### config.mk
export PLATFORM = sky130hd
export DESIGN_NAME = sector_prog_ctrl
export DESIGN_NICKNAME = d
export VERILOG_FILES = /design/src/rtl/spc_pkg.sv /design/src/rtl/spc_load_timer.sv /design/src/rtl/spc_sector_buf.sv /design/src/rtl/spc_prog_seq.sv /design/src/rtl/sector_prog_ctrl.sv
export SDC_FILE = /design/constraint.sdc
export NUM_CORES = 2
export LEC_CHECK = 0
export ABC_CLOCK_PERIOD_IN_PS = 4200
export BUFFER_PORTS_ARGS = -buffer_cell sky130_fd_sc_hd__buf_2
export CORE_UTILIZATION = 60
export CTS_CLUSTER_SIZE = 12
export DETAILED_ROUTE_END_ITERATION = 7
export PLACE_DENSITY_LB_ADDON = 0.1
export SLEW_MARGIN = 20
export SYNTH_ARGS = -nofsm -noshare
export SYNTH_HDL_FRONTEND = slang
export SYNTH_SLANG_ARGS = --single-unit
### constraint.sdc
create_clock -name clk -period 4.2 [get_ports clk]
set_clock_uncertainty 0.1 [all_clocks]
set_input_delay 0.42 -clock clk [delete_from_list [all_inputs] [get_ports clk]]
set_output_delay 0.42 -clock clk [all_outputs]
set_load 0.01 [all_outputs]
### src/rtl/spc_pkg.sv
package spc_pkg;
   typedef enum logic [1:0] {
      ST_IDLE = 2'd0,
      ST_LOAD = 2'd1,
      ST_PROG = 2'd2
   } spc_state_e;
endpackage

### src/rtl/spc_load_timer.sv
// Counts idle cycles since the last accepted write; flags expiry.
module spc_load_timer #(
   parameter int LOAD_WINDOW = 64
) (
   input  logic clk,
   input  logic rst_n,
   input  logic run,
   input  logic restart,
   output logic expire
);
   localparam int CNT_W = $clog2(LOAD_WINDOW + 1);
   localparam logic [CNT_W-1:0] LAST = CNT_W'(LOAD_WINDOW - 1);

   generate
      if (LOAD_WINDOW < 2) begin : g_bad_window
         $error("LOAD_WINDOW must be at least 2");
      end
   endgenerate

   logic [CNT_W-1:0] cnt_q;

   always_ff @(posedge clk or negedge rst_n) begin
      if (!rst_n) begin
         cnt_q <= '0;
      end else if (restart) begin
         cnt_q <= '0;
      end else if (run && cnt_q != LAST) begin
         cnt_q <= cnt_q + 1'b1;
      end
   end

   assign expire = run && !restart && (cnt_q == LAST);
endmodule

### src/rtl/spc_sector_buf.sv
// Sector staging RAM plus per-offset loaded mask.
module spc_sector_buf #(
   parameter int DATA_W = 8,
   parameter int OFFS_W = 8
) (
   input  logic              clk,
   input  logic              rst_n,
   input  logic              wr,
   input  logic              first,
   input  logic [OFFS_W-1:0] woffs,
   input  logic [DATA_W-1:0] wdata,
   input  logic [OFFS_W-1:0] roffs,
   output logic [DATA_W-1:0] rdata,
   output logic              rloaded,
   output logic [(1<<OFFS_W)-1:0] mask
);
   localparam int DEPTH = 1 << OFFS_W;

   logic [DATA_W-1:0] mem_q [DEPTH];
   logic [DEPTH-1:0]  mask_q;
   logic [DEPTH-1:0]  hit;

   always_comb begin
      hit = '0;
      hit[woffs] = 1'b1;
   end

   always_ff @(posedge clk) begin
      if (wr) begin
         mem_q[woffs] <= wdata;
      end
   end

   always_ff @(posedge clk or negedge rst_n) begin
      if (!rst_n) begin
         mask_q <= '0;
      end else if (wr) begin
         mask_q <= (first ? '0 : mask_q) | hit;
      end
   end

   assign rdata   = mem_q[roffs];
   assign rloaded = mask_q[roffs];
   assign mask    = mask_q;
endmodule

### src/rtl/spc_prog_seq.sv
// Timed internal cycle: optional erase pass, then program pass.
module spc_prog_seq #(
   parameter int ADDR_W      = 18,
   parameter int DATA_W      = 8,
   parameter int OFFS_W      = 8,
   parameter int PROG_CYCLES = 600,
   parameter bit ERASE_FIRST = 1'b1
) (
   input  logic                     clk,
   input  logic                     rst_n,
   input  logic                     start,
   input  logic [ADDR_W-OFFS_W-1:0] sector,
   input  logic [DATA_W-1:0]        buf_rdata,
   input  logic                     buf_loaded,
   output logic [OFFS_W-1:0]        buf_roffs,
   output logic                     active,
   output logic                     done,
   output logic                     arr_we,
   output logic [ADDR_W-1:0]        arr_waddr,
   output logic [DATA_W-1:0]        arr_wdata
);
   localparam int SB     = 1 << OFFS_W;
   localparam int PASSES = ERASE_FIRST ? 2 : 1;
   localparam int PC_W   = $clog2(PROG_CYCLES + 1) + 1;
   localparam logic [PC_W-1:0] PC_LAST = PC_W'(PROG_CYCLES - 1);
   localparam logic [PC_W-1:0] PC_WEND = PC_W'(PASSES * SB);
   localparam logic [DATA_W-1:0] ERASED = '1;

   generate
      if (PROG_CYCLES < PASSES * SB) begin : g_bad_len
         $error("PROG_CYCLES too short for the write passes");
      end
   endgenerate

   logic [PC_W-1:0] pc_q;
   logic            act_q;
   logic [DATA_W-1:0] fill;

   always_ff @(posedge clk or negedge rst_n) begin
      if (!rst_n) begin
         act_q <= 1'b0;
         pc_q  <= '0;
      end else if (start) begin
         act_q <= 1'b1;
         pc_q  <= '0;
      end else if (act_q) begin
         if (pc_q == PC_LAST) begin
            act_q <= 1'b0;
         end
         pc_q <= pc_q + 1'b1;
      end
   end

   assign fill = buf_loaded ? buf_rdata : ERASED;

   generate
      if (ERASE_FIRST) begin : g_two_pass
         assign arr_wdata = pc_q[OFFS_W] ? fill : ERASED;
      end else begin : g_one_pass
         assign arr_wdata = fill;
      end
   endgenerate

   assign buf_roffs = pc_q[OFFS_W-1:0];
   assign arr_we    = act_q && (pc_q < PC_WEND);
   assign arr_waddr = {sector, pc_q[OFFS_W-1:0]};
   assign active    = act_q;
   assign done      = act_q && (pc_q == PC_LAST);
endmodule

### src/rtl/sector_prog_ctrl.sv
module sector_prog_ctrl
   import spc_pkg::*;
#(
   parameter int ADDR_W      = 18,
   parameter int DATA_W      = 8,
   parameter int OFFS_W      = 8,
   parameter int LOAD_WINDOW = 64,
   parameter int PROG_CYCLES = 600,
   parameter bit ERASE_FIRST = 1'b1
) (
   input  logic                   clk,
   input  logic                   rst_n,
   input  logic                   wr_en,
   input  logic                   rd_en,
   input  logic [ADDR_W-1:0]      addr,
   input  logic [DATA_W-1:0]      wdata,
   output logic [DATA_W-1:0]      rdata,
   output logic                   rvalid,
   output logic                   busy,
   output logic [(1<<OFFS_W)-1:0] loaded_mask,
   output logic                   arr_we,
   output logic [ADDR_W-1:0]      arr_waddr,
   output logic [DATA_W-1:0]      arr_wdata,
   output logic [ADDR_W-1:0]      arr_raddr,
   input  logic [DATA_W-1:0]      arr_rdata
);
   localparam int SECT_W = ADDR_W - OFFS_W;

   generate
      if (SECT_W < 1) begin : g_bad_addr
         $error("ADDR_W must exceed OFFS_W");
      end
      if (DATA_W < 3) begin : g_bad_data
         $error("DATA_W must be at least 3");
      end
   endgenerate

   spc_state_e        state_q;
   logic [SECT_W-1:0] sector_q;
   logic [DATA_W-1:0] last_q;
   logic              toggle_q;

   logic              sect_hit, accept, first, expire, start, done, active;
   logic [DATA_W-1:0] buf_rdata;
   logic              buf_loaded;
   logic [OFFS_W-1:0] buf_roffs;
   logic [DATA_W-1:0] status;

   assign sect_hit = (addr[ADDR_W-1:OFFS_W] == sector_q);
   assign first    = (state_q == ST_IDLE);
   assign accept   = wr_en && (first || (state_q == ST_LOAD && sect_hit));
   assign start    = expire;

   spc_load_timer #(.LOAD_WINDOW(LOAD_WINDOW)) u_timer (
      .clk     (clk),
      .rst_n   (rst_n),
      .run     (state_q == ST_LOAD),
      .restart (accept),
      .expire  (expire)
   );

   spc_sector_buf #(.DATA_W(DATA_W), .OFFS_W(OFFS_W)) u_buf (
      .clk     (clk),
      .rst_n   (rst_n),
      .wr      (accept),
      .first   (first),
      .woffs   (addr[OFFS_W-1:0]),
      .wdata   (wdata),
      .roffs   (buf_roffs),
      .rdata   (buf_rdata),
      .rloaded (buf_loaded),
      .mask    (loaded_mask)
   );

   spc_prog_seq #(
      .ADDR_W      (ADDR_W),
      .DATA_W      (DATA_W),
      .OFFS_W      (OFFS_W),
      .PROG_CYCLES (PROG_CYCLES),
      .ERASE_FIRST (ERASE_FIRST)
   ) u_seq (
      .clk        (clk),
      .rst_n      (rst_n),
      .start      (start),
      .sector     (sector_q),
      .buf_rdata  (buf_rdata),
      .buf_loaded (buf_loaded),
      .buf_roffs  (buf_roffs),
      .active     (active),
      .done       (done),
      .arr_we     (arr_we),
      .arr_waddr  (arr_waddr),
      .arr_wdata  (arr_wdata)
   );

   always_ff @(posedge clk or negedge rst_n) begin
      if (!rst_n) begin
         state_q  <= ST_IDLE;
         sector_q <= '0;
         last_q   <= '0;
      end else begin
         case (state_q)
            ST_IDLE: if (accept) begin
               state_q  <= ST_LOAD;
               sector_q <= addr[ADDR_W-1:OFFS_W];
            end
            ST_LOAD: if (expire) state_q <= ST_PROG;
            ST_PROG: if (done)   state_q <= ST_IDLE;
            default: state_q <= ST_IDLE;
         endcase
         if (accept) last_q <= wdata;
      end
   end

   assign status = {~last_q[DATA_W-1], toggle_q, last_q[DATA_W-3:0]};

   always_ff @(posedge clk or negedge rst_n) begin
      if (!rst_n) begin
         rvalid   <= 1'b0;
         rdata    <= '0;
         toggle_q <= 1'b0;
      end else begin
         rvalid <= rd_en;
         if (rd_en) rdata <= active ? status : arr_rdata;
         if (start) toggle_q <= 1'b0;
         else if (rd_en && active) toggle_q <= ~toggle_q;
      end
   end

   assign busy      = active;
   assign arr_raddr = addr;
endmodule

==> out/qor.yml <==
yosys:
  ys.warnings.count: 0
  syn_avg_cell_area_um2: 20.1
  synth_fp_nets: 4645
  ys_seq_elements: 2352
  yosysTopAreaCellShare_pct: 66.4
  synth_largest_area_cell: "edfxtp_1"
  synth_edf_count: 2048
  synthArstFlopShare_pct: 12.9
  syn_area_um2: 92600
  synth_cells: 4605
  ys_types: 53
  ys_seq_area_share_pct: 74.7
  synth_ff_type: "edfxtp_1"
  yosys-top-cells-area: "edfxtp_1, mux4_2, dfrtp_1"
setup_path:
  cp_num_buf_inv: 5
  start_kind: "flop"
  crit_path_frequent_cell: "buf_12"
  crit_fanout: 8
  path_cells: "buf_12, buf_12, buf_8, mux4_2, and2_4, a211oi_2, a211o_1, a211o_1, a311oi_4, buf_12, nand4bb_4, buf_6"
  arrival_ps: 4130
  critPathTopFamily: "compound AO/OA/AOI/OAI gates"
  slowest_delay_ps: 520
  crit_type: "reg -> out"
  critPathRequiredTime_ps: 3680
  crit_slowest_cell: "dfrtp_4"
  end_kind: "primary output"
floorplanning:
  die_h_um: 395
  rows: 143
  start_util_pct: 60.6
  fp.dieW_um: 395
  core-area_um2: 153000
  die_area_um2: 156000
  num_io_pins: 349
clock_network:
  clk_root_buffer_cell: "clkbuf_16"
  htreeDepth: 4
  cts_buffers: 229
  clockBufferDepth: 3
  clk_latency_ps: 860
  cts_tree: "built"
  clk_pin_slew_worst_paths_ps: 60
  clock-sinks: 2352
grt:
  antenna_found_initial: 7
  grt_max_degree: 161
  grt_first_pass_wirelength_um: 367000
  grt_pass1_vias: 50200
  grt_usage_pct: 33.4
  globalRoute.totalOverflow: 0
finish:
  final_cell_mix: "edfxtp_1, mux4_2, buf_2, buf_4, nor2_1"
  layout_commonest_cell: "edfxtp_1"
  regArea_um2: 69100
  multi_input_area_um2: 22500
  layout-drive-gt1-share_pct: 34.7
  nets: 5355
  postLayoutCoreUtil_pct: 70.7
  fillers: 9337
  syn_to_final_growth_pct: 16.6
route:
  drc_errors: 0
  dr.pass1.iters: 6
  first_iter_violations: 6321
  via_per_inst: 6.72
  wl_per_cell_um: 34.2
  drt-total-wl_um: 256000
  final_antenna_net_count: 0
  vias: 50500
power:
  p_leak_nw: 36.8
  power.density_nw_per_um2: 607
  vdd_drop_max_uv: 513
sta:
  setup_viol: 8
  fmax_mhz: 215
  fin_crit_sh_pct: 111
  tightestPinTransition_ps: 1110
  fin_crit_ps: 4650
  max_slew_margin_pct: 25.4
  maxSlewViolCount: 0
  fin_ws_ps: -447
  rsz0062_at_grt: "yes"
  hold_violations: 0
placed_design:
  numPortBuffers: 348
  place_congestion: 0.906
  hpwlAfterDp_um: 158000
  dp_slack_ps: -295
hold_path:
  hp-class: "in -> reg"
job:
  maxCapViolCount: 0
run_status:
  status: "finished, violations left"
  violations: "negative setup slack"
worst paths after layout:
check,slack [ps],cells after the start,end,from
max,-450,12,arr_wdata[6],u_seq.pc_q[0]
min reg2reg,400,2,u_buf.mask[17],u_buf.mask[17]
max in group asynchronous,2870,3,u_buf.mask[103],rst_n
max reg2reg,300,8,u_buf.mem_q[36][0],sector_q[7]
min in group asynchronous,60,2,u_buf.mask[83],rst_n
min,50,1,u_buf.mem_q[235][4],wdata[4]
where the power goes:
part | total [mW] | switching, mW | internal [mW]
logic | 20.5 | 10.5 | 10.0
registers | 26.1 | 0.445 | 25.7
clock network | 18.9 | 8.51 | 10.4
total | 65.5 | 19.4 | 46.1
routing by layer:
metal	GRT usage, %	part of all wire (%)
met1	47.8	38
met2	51.4	47
met3	7.71	11
met4	11.8	3.8
met5	0	0
synthesized netlist by cell type (all sizes together) (3+ instances only):
master	n
or2	4
buf	157
dfrtp	304
xor2	10
o211ai	5
nor4	3
nand2	299
a21oi	42
xnor2	15
a221oi	10
o21ai	259
nor2b	19
inv	5
a2111oi	3
a22oi	71
nand4bb	6
a211oi	10
and2	6
edfxtp	2048
o22ai	9
nor2	309
mux2i	30
clkbuf	178
nand3	32
mux2	30
nand4	8
nor3	8
mux4	679
a22o	12
nand2b	12
a211o	3
kinds of logic (layout without fill, tap and decap cells):
logic type | count (synthesis) | count (layout) | synth area share (%)
compound gates | 436 | 436 | 2.78
xor+xnor | 25 | 25 | 0.237
fa+ha+maj | 2 | 2 | 0.0270
buf+inv | 341 | 1205 | 1.95
flops | 2352 | 2352 | 74.7
mux | 739 | 739 | 17.2
other cells | 0 | 7 | 0
simple gates | 710 | 710 | 3.14
flip-flops by register name, indices dropped and copies added (netlist names):
register	count
last_q	7
u_buf.mem_q	2048
toggle_q	1
u_seq.active	1
rvalid	1
u_seq.pc_q	11
u_buf.mask	256
rdata	8
u_timer.cnt_q	7
state_q	2
sector_q	10
final cells by class:
cell class	instances	area share (%)
well taps	2030	2.35
repair buffers	814	6.53
multi-input cells	1912	20.8
clock inverters	56	0.420
inverters	6	0.0278
diodes	7	0.0162
clock buffers	329	5.82
flip-flops and latches	2352	64.0
per-stage QoR:
stage	power, mW	setup TNS (ps)	instances	instance area, um^2	hold slack, ps
after floorplan	37.5	0	4605	92600	24.4
after global routing	67.2	-3660	7499	108000	63.9
after detailed placement	44.1	-1180	7022	98800	385
after CTS	65.4	-3400	7485	108000	23.9
after global placement	44.1	-1760	7022	98800	380
final	65.5	-3390	7506	108000	49.5
timing repair:
action | 4_1_cts | 5_1_grt
cloned | 20 | 0
buffers inserted | 37 | 14
hold buffers | 23 | 0
hold endpoints to repair | 115 | 0
pin swaps | 40 | 10
gates resized for setup | 173 | 26
endpoints found under the setup margin | 8 | 8
(Power assumes the default switching activity.)
